## config.mk

```make
export PLATFORM = sky130hd
export DESIGN_NAME = pwm_tick_gen
export DESIGN_NICKNAME = d
export VERILOG_FILES = /design/src/rtl/pwm_tick_pkg.sv /design/src/rtl/ptg_prescaler.sv /design/src/rtl/ptg_ext_sync.sv /design/src/rtl/ptg_chan_div.sv /design/src/rtl/pwm_tick_gen.sv
export SDC_FILE = /design/constraint.sdc
export NUM_CORES = 1
export LEC_CHECK = 0
export ABC_AREA = 1
export BUFFER_PORTS_ARGS = -buffer_cell sky130_fd_sc_hd__buf_4
export CAP_MARGIN = 5
export CORE_AREA = 4 4 70 136
export DETAILED_ROUTE_END_ITERATION = 8
export DIE_AREA = 0 0 74 140
export PLACE_DENSITY = 0.79
export SLEW_MARGIN = 15
export SYNTH_ARGS = -nofsm -noshare
export SYNTH_HDL_FRONTEND = slang
export SYNTH_SLANG_ARGS = --single-unit
export TNS_END_PERCENT = 5
```

## constraint.sdc

```tcl
create_clock -name clk -period 6.5 [get_ports clk]
set_input_delay 0.975 -clock clk [delete_from_list [all_inputs] [get_ports clk]]
set_output_delay 0.975 -clock clk [all_outputs]
set_load 0.005 [all_outputs]
```

## src/rtl/pwm_tick_pkg.sv

```systemverilog
package pwm_tick_pkg;

  typedef enum logic {
    SRC_DIVIDER  = 1'b0,
    SRC_EXTERNAL = 1'b1
  } tick_src_e;

  localparam int unsigned SYNC_DEPTH = 2;

  // prescaler group owning a channel: channels below split use group 0
  function automatic int unsigned group_of(input int unsigned ch, input int unsigned split);
    return (ch < split) ? 0 : 1;
  endfunction

endpackage

```

## src/rtl/ptg_prescaler.sv

```systemverilog
module ptg_prescaler #(
  parameter int unsigned PSC_W = 8
) (
  input  logic             clk,
  input  logic             rst_n,
  input  logic [PSC_W-1:0] psc_i,
  output logic             restart_o,
  output logic             pulse_o
);

  logic [PSC_W-1:0] psc_q, psc_d;
  logic [PSC_W-1:0] cnt_q, cnt_d;

  always_comb begin
    restart_o = (psc_i != psc_q);
    pulse_o   = !restart_o && (cnt_q == psc_q);
    psc_d     = psc_i;
    if (restart_o) begin
      cnt_d = '0;
    end else if (pulse_o) begin
      cnt_d = '0;
    end else begin
      cnt_d = cnt_q + PSC_W'(1);
    end
  end

  always_ff @(posedge clk or negedge rst_n) begin
    if (!rst_n) begin
      psc_q <= '0;
      cnt_q <= '0;
    end else begin
      psc_q <= psc_d;
      cnt_q <= cnt_d;
    end
  end

  // count never passes the active prescale value
  a_r2_count_bound: assert property (@(posedge clk) disable iff (!rst_n)
    cnt_q <= psc_q);

  // a new prescale value clears the count on the next edge
  a_r9_prescale_restart: assert property (@(posedge clk) disable iff (!rst_n)
    restart_o |=> (cnt_q == '0));

endmodule

```

## src/rtl/ptg_ext_sync.sv

```systemverilog
module ptg_ext_sync
  import pwm_tick_pkg::*;
(
  input  logic clk,
  input  logic rst_n,
  input  logic ext_i,
  output logic rise_o
);

  logic [SYNC_DEPTH:0] sh_q, sh_d;

  always_comb begin
    sh_d   = {sh_q[SYNC_DEPTH-1:0], ext_i};
    rise_o = sh_q[SYNC_DEPTH-1] && !sh_q[SYNC_DEPTH];
  end

  always_ff @(posedge clk or negedge rst_n) begin
    if (!rst_n) begin
      sh_q <= '0;
    end else begin
      sh_q <= sh_d;
    end
  end

  // one detected edge never lasts two cycles
  a_r6_single_edge: assert property (@(posedge clk) disable iff (!rst_n)
    rise_o |=> !rise_o);

endmodule

```

## src/rtl/ptg_chan_div.sv

```systemverilog
module ptg_chan_div
  import pwm_tick_pkg::*;
#(
  parameter int unsigned SEL_W        = 4,
  parameter int unsigned DIV_BASE     = 1,
  parameter int unsigned DIV_MAX_LOG2 = 4,
  parameter logic [(1<<SEL_W)-1:0] EXT_MASK = 'h0010
) (
  input  logic             clk,
  input  logic             rst_n,
  input  logic [SEL_W-1:0] sel_i,
  input  logic             pre_pulse_i,
  input  logic             pre_restart_i,
  input  logic             ext_rise_i,
  output logic             tick_o
);

  localparam int unsigned CW  = DIV_MAX_LOG2;
  localparam int unsigned SHW = SEL_W + 2;

  logic [SEL_W-1:0] sel_q, sel_d;
  logic [CW-1:0]    dcnt_q, dcnt_d;
  logic             tick_q, tick_d;
  logic             restart;
  tick_src_e        src;
  logic [SHW-1:0]   shift_raw;
  logic [SHW-1:0]   shift;
  logic [CW:0]      weight;
  logic [CW-1:0]    lim;
  logic             div_hit;

  always_comb begin
    src       = EXT_MASK[sel_q] ? SRC_EXTERNAL : SRC_DIVIDER;
    shift_raw = SHW'(sel_q) + SHW'(DIV_BASE);
    shift     = (shift_raw > SHW'(CW)) ? SHW'(CW) : shift_raw;
    weight    = (CW+1)'(1) << shift;
    lim       = weight[CW-1:0] - CW'(1);
    restart   = (sel_i != sel_q) || pre_restart_i;
    div_hit   = pre_pulse_i && (dcnt_q == lim);
    sel_d     = sel_i;

    if (restart) begin
      dcnt_d = '0;
    end else if (pre_pulse_i) begin
      dcnt_d = div_hit ? '0 : (dcnt_q + CW'(1));
    end else begin
      dcnt_d = dcnt_q;
    end

    if (restart) begin
      tick_d = 1'b0;
    end else if (src == SRC_EXTERNAL) begin
      tick_d = ext_rise_i;
    end else begin
      tick_d = div_hit;
    end
  end

  always_ff @(posedge clk or negedge rst_n) begin
    if (!rst_n) begin
      sel_q  <= '0;
      dcnt_q <= '0;
      tick_q <= 1'b0;
    end else begin
      sel_q  <= sel_d;
      dcnt_q <= dcnt_d;
      tick_q <= tick_d;
    end
  end

  assign tick_o = tick_q;

  // divider count stays inside the clamped division
  a_r7_divider_bound: assert property (@(posedge clk) disable iff (!rst_n)
    dcnt_q <= lim);

  // the restart edge emits no tick
  a_r9_restart_quiet: assert property (@(posedge clk) disable iff (!rst_n)
    restart |=> !tick_o);

endmodule

```

## src/rtl/pwm_tick_gen.sv

```systemverilog
module pwm_tick_gen
  import pwm_tick_pkg::*;
#(
  parameter int unsigned NUM_CH       = 5,
  parameter int unsigned SPLIT_CH     = 2,
  parameter int unsigned PSC_W        = 8,
  parameter int unsigned SEL_W        = 4,
  parameter int unsigned DIV_BASE     = 1,
  parameter int unsigned DIV_MAX_LOG2 = 4,
  parameter logic [(1<<SEL_W)-1:0] EXT_MASK = 'h0010
) (
  input  logic                    clk,
  input  logic                    rst_n,
  input  logic [2*PSC_W-1:0]      cfg_prescale,
  input  logic [NUM_CH*SEL_W-1:0] cfg_select,
  input  logic                    ext_clk0,
  input  logic                    ext_clk1,
  output logic [NUM_CH-1:0]       tick
);

  localparam int unsigned NGRP = 2;

  logic [NGRP-1:0] pre_pulse;
  logic [NGRP-1:0] pre_restart;
  logic [NGRP-1:0] ext_rise;
  logic [NGRP-1:0] ext_in;

  assign ext_in = {ext_clk1, ext_clk0};

  for (genvar g = 0; g < NGRP; g++) begin : g_grp
    ptg_prescaler #(.PSC_W(PSC_W)) u_psc (
      .clk       (clk),
      .rst_n     (rst_n),
      .psc_i     (cfg_prescale[g*PSC_W +: PSC_W]),
      .restart_o (pre_restart[g]),
      .pulse_o   (pre_pulse[g])
    );

    ptg_ext_sync u_sync (
      .clk    (clk),
      .rst_n  (rst_n),
      .ext_i  (ext_in[g]),
      .rise_o (ext_rise[g])
    );
  end

  for (genvar c = 0; c < NUM_CH; c++) begin : g_ch
    localparam int unsigned GRP = group_of(c, SPLIT_CH);

    ptg_chan_div #(
      .SEL_W        (SEL_W),
      .DIV_BASE     (DIV_BASE),
      .DIV_MAX_LOG2 (DIV_MAX_LOG2),
      .EXT_MASK     (EXT_MASK)
    ) u_div (
      .clk           (clk),
      .rst_n         (rst_n),
      .sel_i         (cfg_select[c*SEL_W +: SEL_W]),
      .pre_pulse_i   (pre_pulse[GRP]),
      .pre_restart_i (pre_restart[GRP]),
      .ext_rise_i    (ext_rise[GRP]),
      .tick_o        (tick[c])
    );

    if (DIV_BASE > 0) begin : g_pulse_chk
      // a tick never stays high for two cycles
      a_r8_one_cycle: assert property (@(posedge clk) disable iff (!rst_n)
        tick[c] |=> !tick[c]);
    end
  end

endmodule

```

==> impl_metrics.sql, run 1 <==
INSERT INTO impl_metrics (metric_group, metric, value, unit) VALUES
('worst_setup_path', 'worst_path_arrival', '2650', 'ps'),
('floorplan', 'number_of_top_level_pins', '45', ''),
('global_route', 'grt.overflow.total', '0', ''),
('logic_synthesis', 'complex_gate_fraction_of_the_synthesized_area', '0.0361', ''),
('logic_synthesis', 'yosys.cell_count.top_type', 'nand2_1', ''),
('run_status', 'outcome', 'finished clean', ''),
('global_route', 'number_of_global_route_vias_before_repair', '4015', ''),
('placement', 'dpl.hpwl', '7.35', 'mm'),
('floorplan', 'core_region_area', '0.00859', 'sq mm'),
('worst_setup_path', 'timing.critical_path.slowest_stage_cell', 'dfrtp_1', ''),
('logic_synthesis', 'synth_area_per_cell', '8.19', 'sq um'),
('logic_synthesis', 'netlist_top_cells_count', '144 x nand2_1, 83 x dfrtp_1, 73 x inv_1', ''),
('logic_synthesis', 'synth_fp_nets', '666', ''),
('clock_network', 'clock_buffers_created_by_tritoncts', '9', ''),
('floorplan', 'core.rowCount', '48', ''),
('detailed_routing', 'wl_per_cell', '13.5', 'um'),
('timing', 'f_max', '411', 'MHz'),
('logic_synthesis', 'synth_top_area_share', '0.422', ''),
('worst_setup_path', 'critPathMaxFanout', '7', ''),
('final_layout', 'area_growth', '15.8', '%'),
('worst_setup_path', 'reg2reg_setup_slack', '4070', 'ps'),
('clock_network', 'clock_tree.root_cell', 'clkbuf_16', ''),
('timing', 'slew-limit-headroom', '0.715', ''),
('logic_synthesis', 'synth.top_cells.by_area', 'dfrtp_1 42%, nand2_1 11%, xor2_1 8.0%', ''),
('worst_setup_path', 'max_stage_delay', '470', 'ps'),
('detailed_routing', 'dr_total_vias', '3977', ''),
('logic_synthesis', 'main_combinational_cell_family_by_area_after_synthesis', 'simple AND/OR/NAND/NOR gates', ''),
('timing', 'fin_hold_ws', '357', 'ps'),
('power', 'vdd_ir_drop_max', '0.000202', 'V'),
('logic_synthesis', 'synth-async-reset-ratio', '1.00', ''),
('logic_synthesis', 'synth-simple-area-share', '0.284', ''),
('logic_synthesis', 'flip_flop_and_latch_count_after_synthesis', '83', ''),
('worst_setup_path', 'ff2ff_path_depth', '14', ''),
('detailed_routing', 'drt_wl_total', '10.2', 'mm'),
('hold_path', 'hold_path_depth', '0', ''),
('floorplan', 'die_boundary_width', '74', 'um'),
('clock_network', 'tritoncts', 'yes', ''),
('clock_network', 'clkTransAtPathRegs', '60', 'ps'),
('hold_path', 'min_from', 'g_grp[0].u_sync.sh_q[0]', ''),
('placement', 'dp_slack', '4140', 'ps'),
('timing', 'timing_worst_slew_pin_value', '428', 'ps'),
('timing', 'worst_clock_skew', '5.77', 'ps'),
('global_route', 'maximum_number_of_pins_on_one_net_before_global_route_repair', '82', ''),
('detailed_routing', 'firstDrtPassIters', '5', ''),
('timing', 'final.min_clock_period', '2430', 'ps'),
('logic_synthesis', 'ys.flop_type', 'dfrtp_1', ''),
('clock_network', 'post-cts-setup-buffer-count', '0', ''),
('worst_setup_path', 'setup.worst_path.start', 'g_ch[3].u_div.sel_q[0]', ''),
('logic_synthesis', 'yosysUniqueCellTypes', '30', ''),
('logic_synthesis', 'synth-warning-count', '0', ''),
('placement', 'buffer_ports.inserted', '44', ''),
('floorplan', 'die_h', '140', 'um'),
('timing', 'finalSetupViolCount', '0', ''),
('floorplan', 'initial_utilization', '0.573', ''),
('final_layout', 'postLayoutCoreUtil', '0.663', ''),
('clock_network', 'clkLatencyLatePin', '340', 'ps'),
('logic_synthesis', 'yosys.area.top_type', 'dfrtp_1', ''),
('logic_synthesis', 'fraction_of_the_yosys_area_taken_by_sequential_cells', '0.422', ''),
('floorplan', 'die-area', '0.0104', 'sq mm'),
('detailed_routing', 'viasPerCell', '5.25', ''),
('power', 'p_per_area', '217', 'mW/mm^2'),
('detailed_routing', 'detail_route.iter0.violations', '225', ''),
('clock_network', 'cts_htree_levels', '3', ''),
('detailed_routing', 'remaining_drc_errors', '0', ''),
('timing', 'rsz0062_at_grt', 'no', ''),
('timing', 'accumulated_negative_setup_slack', '0', 'ps'),
('detailed_routing', 'postRouteAntennaNets', '0', ''),
('final_layout', 'n_antenna_cell', '0', ''),
('power', 'leakagePower', '2.89', 'nW'),
('timing', 'final-hold-violation-count', '0', ''),
('worst_setup_path', 'timing.critical_path.from_type', 'flop', '');
==> worst max-delay path, delay by kind of cell, from the launching register on <==
kind / cells / cell delay [ps]
and+or+nand+nor: 8 / 790
adders and majority gates: 2 / 570
DFF: 1 / 470
AOI/OAI and AO/OA: 1 / 200
buffers and inverters: 2 / 140
xor gates and xnor gates: 1 / 140
==> metal layers <==
metal	share of wire	GRT usage	wire (um)
met5	0	0	0
met4	0.025	0.0879	258
met3	0.027	0.0323	280
met2	0.56	0.386	5740
met1	0.38	0.226	3920
==> layout by cell type (no fill, tap or decap), drive strengths merged <==
master	Yosys	layout
nand2	152	152
inv	84	87
dfrtp	83	83
nor2	67	67
nand3	60	60
buf	6	46
xor2	45	45
ha	25	25
xnor2	23	23
o21ai	15	15
nor3	13	13
clkbuf	0	9
a21oi	8	8
nand4	7	7
nand3b	3	3
o211ai	3	3
nor3b	2	2
bufinv	0	2
clkinv	0	2
a31oi	1	1
nand2b	1	1
and3	1	1
o21a	1	1
or2	1	1
==> worst min path at each step <==
| stage | to | slack [ps] |
|---|---|---|
| 2_1_floorplan | g_grp[0].u_sync.sh_q[1] | 330 |
| 3_3_place_gp | g_grp[0].u_sync.sh_q[1] | 340 |
| 3_5_place_dp | g_grp[0].u_sync.sh_q[1] | 340 |
| 4_1_cts | g_grp[0].u_sync.sh_q[1] | 360 |
| 5_1_grt | g_grp[1].u_sync.sh_q[1] | 370 |
| 6_report | g_grp[0].u_sync.sh_q[1] | 360 |
==> stage by stage <==
step / cell area (sq um) / instances
after floorplan: 4920 / 601
after global placement: 5340 / 740
after detailed placement: 5340 / 740
after CTS: 5670 / 756
after global routing: 5700 / 757
final: 5700 / 757
==> where the power goes <==
part	internal, mW	switching [mW]
clock	0.343	0.222
combinational	0.0537	0.0705
sequential	0.530	0.0154
total	0.927	0.308
==> flip-flops by register name, summed over array words and instances (netlist names) <==
| register | cells |
|---|---|
| g_ch.u_div.dcnt_q | 20 |
| g_grp.u_sync.sh_q | 6 |
| g_grp.u_psc.cnt_q | 16 |
| g_grp.u_psc.psc_q | 16 |
| g_ch.u_div.sel_q | 20 |
| g_ch.u_div.tick_o | 5 |
==> kinds of logic (layout without fill, tap and decap cells) <==
logic type,count (synthesis),in the layout
and+or+nand+nor,307,307
buffers and inverters,90,146
xor gates and xnor gates,68,68
adders and majority gates,25,25
AOI/OAI and AO/OA,28,28
DFF,83,83
==> final cells by class <==
| cell class | count | area (sq um) |
|---|---|---|
| fillers | 706 | 2890 |
| multi-input cells | 428 | 2480 |
| flip-flops and latches | 83 | 2080 |
| repair buffers | 46 | 365 |
| inverters | 84 | 315 |
| clock buffers | 9 | 225 |
| well taps | 100 | 125 |
| clock inverters | 7 | 106 |
Power figures use the tool's default switching activity.
==> inputs of run 2 (changes only) <==
ABC_AREA = 0   (was 1)
CORE_AREA = 4 4 67 131   (was 4 4 70 136)
DIE_AREA = 0 0 71 135   (was 0 0 74 140)
clock period = 2.51 ns   (was 6.5 ns; I/O delays follow)
==> run 2 against run 1 <==
Effect of this change:
- the run now ends with setup timing left
- routed wire length decreased by 13%
- utilization up 6.3 points
- clock power is 140% higher
- non-clock buffer count rose by 41
- clock skew rose by 1.5 ps
- final cell count down 18%
- flip-flop and latch count unchanged
- maximum frequency fell by 9.9%
- combinational power grew to 2.6 times the previous value
- cell area down 0.24%
- sequential share of layout area rose by 0.11 points
- critical path type unchanged
- critical endpoint is now g_ch[4].u_div.dcnt_q[1]
- largest cell class unchanged
==> impl_metrics.sql, run 2 <==
INSERT INTO impl_metrics (metric_group, metric, value, unit) VALUES
('final_layout', 'share_of_post_route_cells_with_drive_strength_above_1', '0.273', ''),
('logic_synthesis', 'ys.flop_type', 'dfrtp_1', ''),
('worst_setup_path', 'critical_path_required', '2720', 'ps'),
('power', 'leakagePower', '2.49', 'nW'),
('worst_setup_path', 'critical_path.endpoint_type', 'flop', ''),
('logic_synthesis', 'synth.top_cells.by_area', 'dfrtp_1 46%, xor2_1 8.8%, xnor2_1 6.6%', ''),
('timing', 'rsz0062_at_grt', 'yes', ''),
('clock_network', 'cts-root-to-sink-buffers', '2', ''),
('final_layout', 'reg_top3', 'g_ch.u_div.dcnt_q: 20 flops, g_ch.u_div.sel_q: 20 flops', ''),
('final_layout', 'n_antenna_cell', '0', ''),
('logic_synthesis', 'synthesis.instances', '429', ''),
('timing', 'timing_worst_slew_pin_value', '537', 'ps'),
('timing', 'period_share', '1.08', ''),
('run_status', 'outcome', 'finished, violations left', ''),
('final_layout', 'num-fill-cells', '596', ''),
('detailed_routing', 'dr_total_vias', '3378', ''),
('final_layout', 'ff_latch_area', '0.00208', 'sq mm'),
('worst_setup_path', 'worstReg2RegStart', 'g_ch[4].u_div.sel_q[1]', ''),
('clock_network', 'clock_tree.root_cell', 'clkbuf_16', ''),
('global_route', 'met2_usage', '0.317', ''),
('placement', 'place.detailed.instances', '603', ''),
('placement', 'dpl.hpwl', '6.23', 'mm'),
('global_route', 'routing_usage_on_met1', '0.262', ''),
('clock_network', 'cts_htree_levels', '3', ''),
('final_layout', 'multi_input_area', '0.00245', 'sq mm'),
('logic_synthesis', 'flip_flop_and_latch_count_after_synthesis', '83', ''),
('detailed_routing', 'postRouteAntennaNets', '0', ''),
('timing', 'f_max', '371', 'MHz'),
('logic_synthesis', 'yosys.cell_count.top_type', 'dfrtp_1', ''),
('timing', 'final-hold-violation-count', '0', ''),
('timing', 'final.min_clock_period', '2700', 'ps'),
('logic_synthesis', 'synth-async-reset-ratio', '1.00', ''),
('final_layout', 'layout_commonest_cell', 'buf_4', ''),
('floorplan', 'die_h', '135', 'um'),
('placement', 'buffer_ports.inserted', '44', ''),
('clock_network', 'clkTransAtPathRegs', '60', 'ps'),
('floorplan', 'die_boundary_width', '71', 'um'),
('floorplan', 'core.rowCount', '46', ''),
('final_layout', 'stdcell_count', '620', ''),
('final_layout', 'most-common-layout-cells', '86 x buf_4, 82 x dfrtp_1, 44 x xor2_1, 35 x nand2_1, 31 x xnor2_1', ''),
('clock_network', 'tritoncts', 'yes', ''),
('worst_setup_path', 'timing.critical_path.slowest_stage_cell', 'dfrtp_1', ''),
('global_route', 'grt_util_met3', '0.0455', ''),
('logic_synthesis', 'yosys.area.top_type', 'dfrtp_1', ''),
('flow_run', 'drv_cap', '0', ''),
('worst_setup_path', 'reg2reg_setup_slack', '-190', 'ps'),
('floorplan', 'initial_utilization', '0.572', ''),
('detailed_routing', 'viasPerCell', '5.45', ''),
('worst_setup_path', 'critPathMaxFanout', '3', ''),
('global_route', 'first_pass_grt_wire_length', '15.2', 'mm'),
('detailed_routing', 'firstDrtPassIters', '4', ''),
('floorplan', 'core_region_area', '0.00783', 'sq mm'),
('run_status', 'failing_checks', 'setup timing', ''),
('logic_synthesis', 'fraction_of_the_yosys_area_taken_by_sequential_cells', '0.464', ''),
('worst_setup_path', 'ff2ff_path_depth', '10', ''),
('detailed_routing', 'drt_wl_total', '8.90', 'mm'),
('worst_setup_path', 'worst_path_arrival', '2910', 'ps'),
('timing', 'final.setup.worst_slack', '-188', 'ps'),
('detailed_routing', 'remaining_drc_errors', '0', ''),
('clock_network', 'clkSinkCount', '83', ''),
('power', 'design_power_total', '3.08', 'mW'),
('global_route', 'antenna_found_initial', '0', ''),
('logic_synthesis', 'synth_fp_nets', '491', ''),
('clock_network', 'clkLatencyLatePin', '330', 'ps'),
('timing', 'finalSetupViolCount', '12', ''),
('worst_setup_path', 'setup.worst_path.class', 'reg2reg', ''),
('power', 'p_per_area', '542', 'mW/mm^2'),
('hold_path', 'hold_class', 'in2async', ''),
('detailed_routing', 'detail_route.iter0.violations', '169', ''),
('placement', 'routabilityCongestion', '0.823', ''),
('final_layout', 'postLayoutCoreUtil', '0.726', ''),
('final_layout', 'num-nets-final', '581', ''),
('final_layout', 'area_growth', '26.9', '%'),
('worst_setup_path', 'critical_path.cell_chain', 'ha_2 -> or3_4 -> or3_4 -> ha_4 -> xor2_2 -> xnor2_1 -> or3_4 -> a211oi_4 -> a211o_2 -> o22ai_1', ''),
('clock_network', 'clock_buffers_created_by_tritoncts', '9', ''),
('logic_synthesis', 'synth_area_per_cell', '10.4', 'sq um'),
('global_route', 'maximum_number_of_pins_on_one_net_before_global_route_repair', '44', ''),
('worst_setup_path', 'max_stage_delay', '380', 'ps'),
('timing', 'drv_slew', '0', ''),
('logic_synthesis', 'synth-edff-count', '0', ''),
('logic_synthesis', 'netlist_top_cells_count', '83 x dfrtp_1, 45 x xor2_1, 35 x nand2_1', ''),
('power', 'vdd_ir_drop_max', '0.000587', 'V'),
('timing', 'fin_hold_ws', '19.3', 'ps'),
('global_route', 'number_of_global_route_vias_before_repair', '3371', ''),
('timing', 'slew-limit-headroom', '0.642', ''),
('logic_synthesis', 'synth-warning-count', '0', ''),
('floorplan', 'number_of_top_level_pins', '45', ''),
('logic_synthesis', 'yosysUniqueCellTypes', '53', ''),
('logic_synthesis', 'netlist_area', '0.00448', 'sq mm'),
('global_route', 'grt_most_used_layer', 'met2', ''),
('clock_network', 'post_cts_hold_buffer_count', '0', ''),
('detailed_routing', 'wl_per_cell', '14.4', 'um'),
('floorplan', 'die-area', '0.00959', 'sq mm'),
('worst_setup_path', 'capture_instance_of_the_worst_register_to_register_path', 'g_ch[4].u_div.dcnt_q[1]', ''),
('logic_synthesis', 'synth_top_area_share', '0.464', ''),
('timing', 'worst_clock_skew', '7.30', 'ps'),
('global_route', 'track_usage', '0.199', ''),
('worst_setup_path', 'cp_most_frequent_cell', 'or3_4', ''),
('worst_setup_path', 'timing.critical_path.from_type', 'flop', ''),
('global_route', 'grt.overflow.total', '0', '');
-- run 2: changes by cell type in the layout (fill, tap and decap cells not counted), sizes merged, moves of 7 or more --
cell	delta
a21oi	+9
nor4	+9
nand2	-117
nand3	-42
xnor2	+11
nor2	-38
inv	-71
buf	+41
and3	+7
-- run 2: layer usage --
layer  wire, um  vias to the layer above  part of all wire
met4        203                        0             0.023
met1       3900                     1619              0.44
met2       4420                       64              0.50
met5          0                        -                 0
li1           -                     1678                 -
met3        371                       17             0.042
-- run 2: cell families after synthesis --
logic type               Yosys count  share of synthesized area
AND/OR/NAND/NOR                  159                      0.194
buffers and inverters             24                     0.0246
XOR/XNOR                          79                      0.154
flip-flops                        83                      0.464
adder cells (fa/ha/maj)           22                     0.0614
AO/OA/AOI/OAI                     56                     0.0882
multiplexers                       6                     0.0137
-- run 2: worst max-delay path by stage --
stage | startpoint | endpoint | slack [ps] | cells past startpoint
after floorplan | g_ch[4].u_div.sel_q[0] | g_ch[4].u_div.dcnt_q[1] | -210 | 10
after global placement | g_ch[4].u_div.sel_q[1] | g_ch[4].u_div.dcnt_q[1] | -210 | 10
after detailed placement | g_ch[4].u_div.sel_q[1] | g_ch[4].u_div.dcnt_q[0] | -260 | 10
after CTS | g_ch[4].u_div.sel_q[1] | g_ch[4].u_div.dcnt_q[0] | -180 | 10
after global routing | g_ch[4].u_div.sel_q[1] | g_ch[4].u_div.dcnt_q[0] | -300 | 10
final | g_ch[4].u_div.sel_q[1] | g_ch[4].u_div.dcnt_q[1] | -190 | 10
-- run 2: repair_timing --
action,in CTS,in global routing
endpoints found under the setup margin,21,25
gates cloned,0,0
resized for setup,8,21
buffers inserted,1,0
pin swaps,6,7
-- run 2: worst max-delay path, delay by kind of cell, from the launching register on --
family,cells,cell delay (ps)
compound gates,3,520
xor+xnor,2,310
fa+ha+maj,2,350
flops,1,380
simple gates,3,1010
-- run 2: power breakdown --
part | total (mW) | switching [mW] | internal [mW]
clock | 1.36 | 0.499 | 0.864
combinational | 0.317 | 0.147 | 0.170
sequential | 1.40 | 0.0292 | 1.37
total | 3.08 | 0.675 | 2.41
-- run 2: layout make-up --
cell class | instances | area share
sequential | 83 | 0.366
multi-input combinational | 322 | 0.431
clock buffer | 10 | 0.0403
inverter | 16 | 0.0106
clock inverter | 6 | 0.0141
tap | 96 | 0.0211
timing repair buffer | 87 | 0.117
-- run 2: metrics by stage --
step	setup TNS [ps]	worst slack, ps	area [sq um]
after CTS	-1360	-176	5590
final	-1140	-188	5680
after detailed placement	-2110	-257	5230
after global placement	-1050	-212	5230
after global routing	-3580	-304	5680
after floorplan	-1330	-213	4500
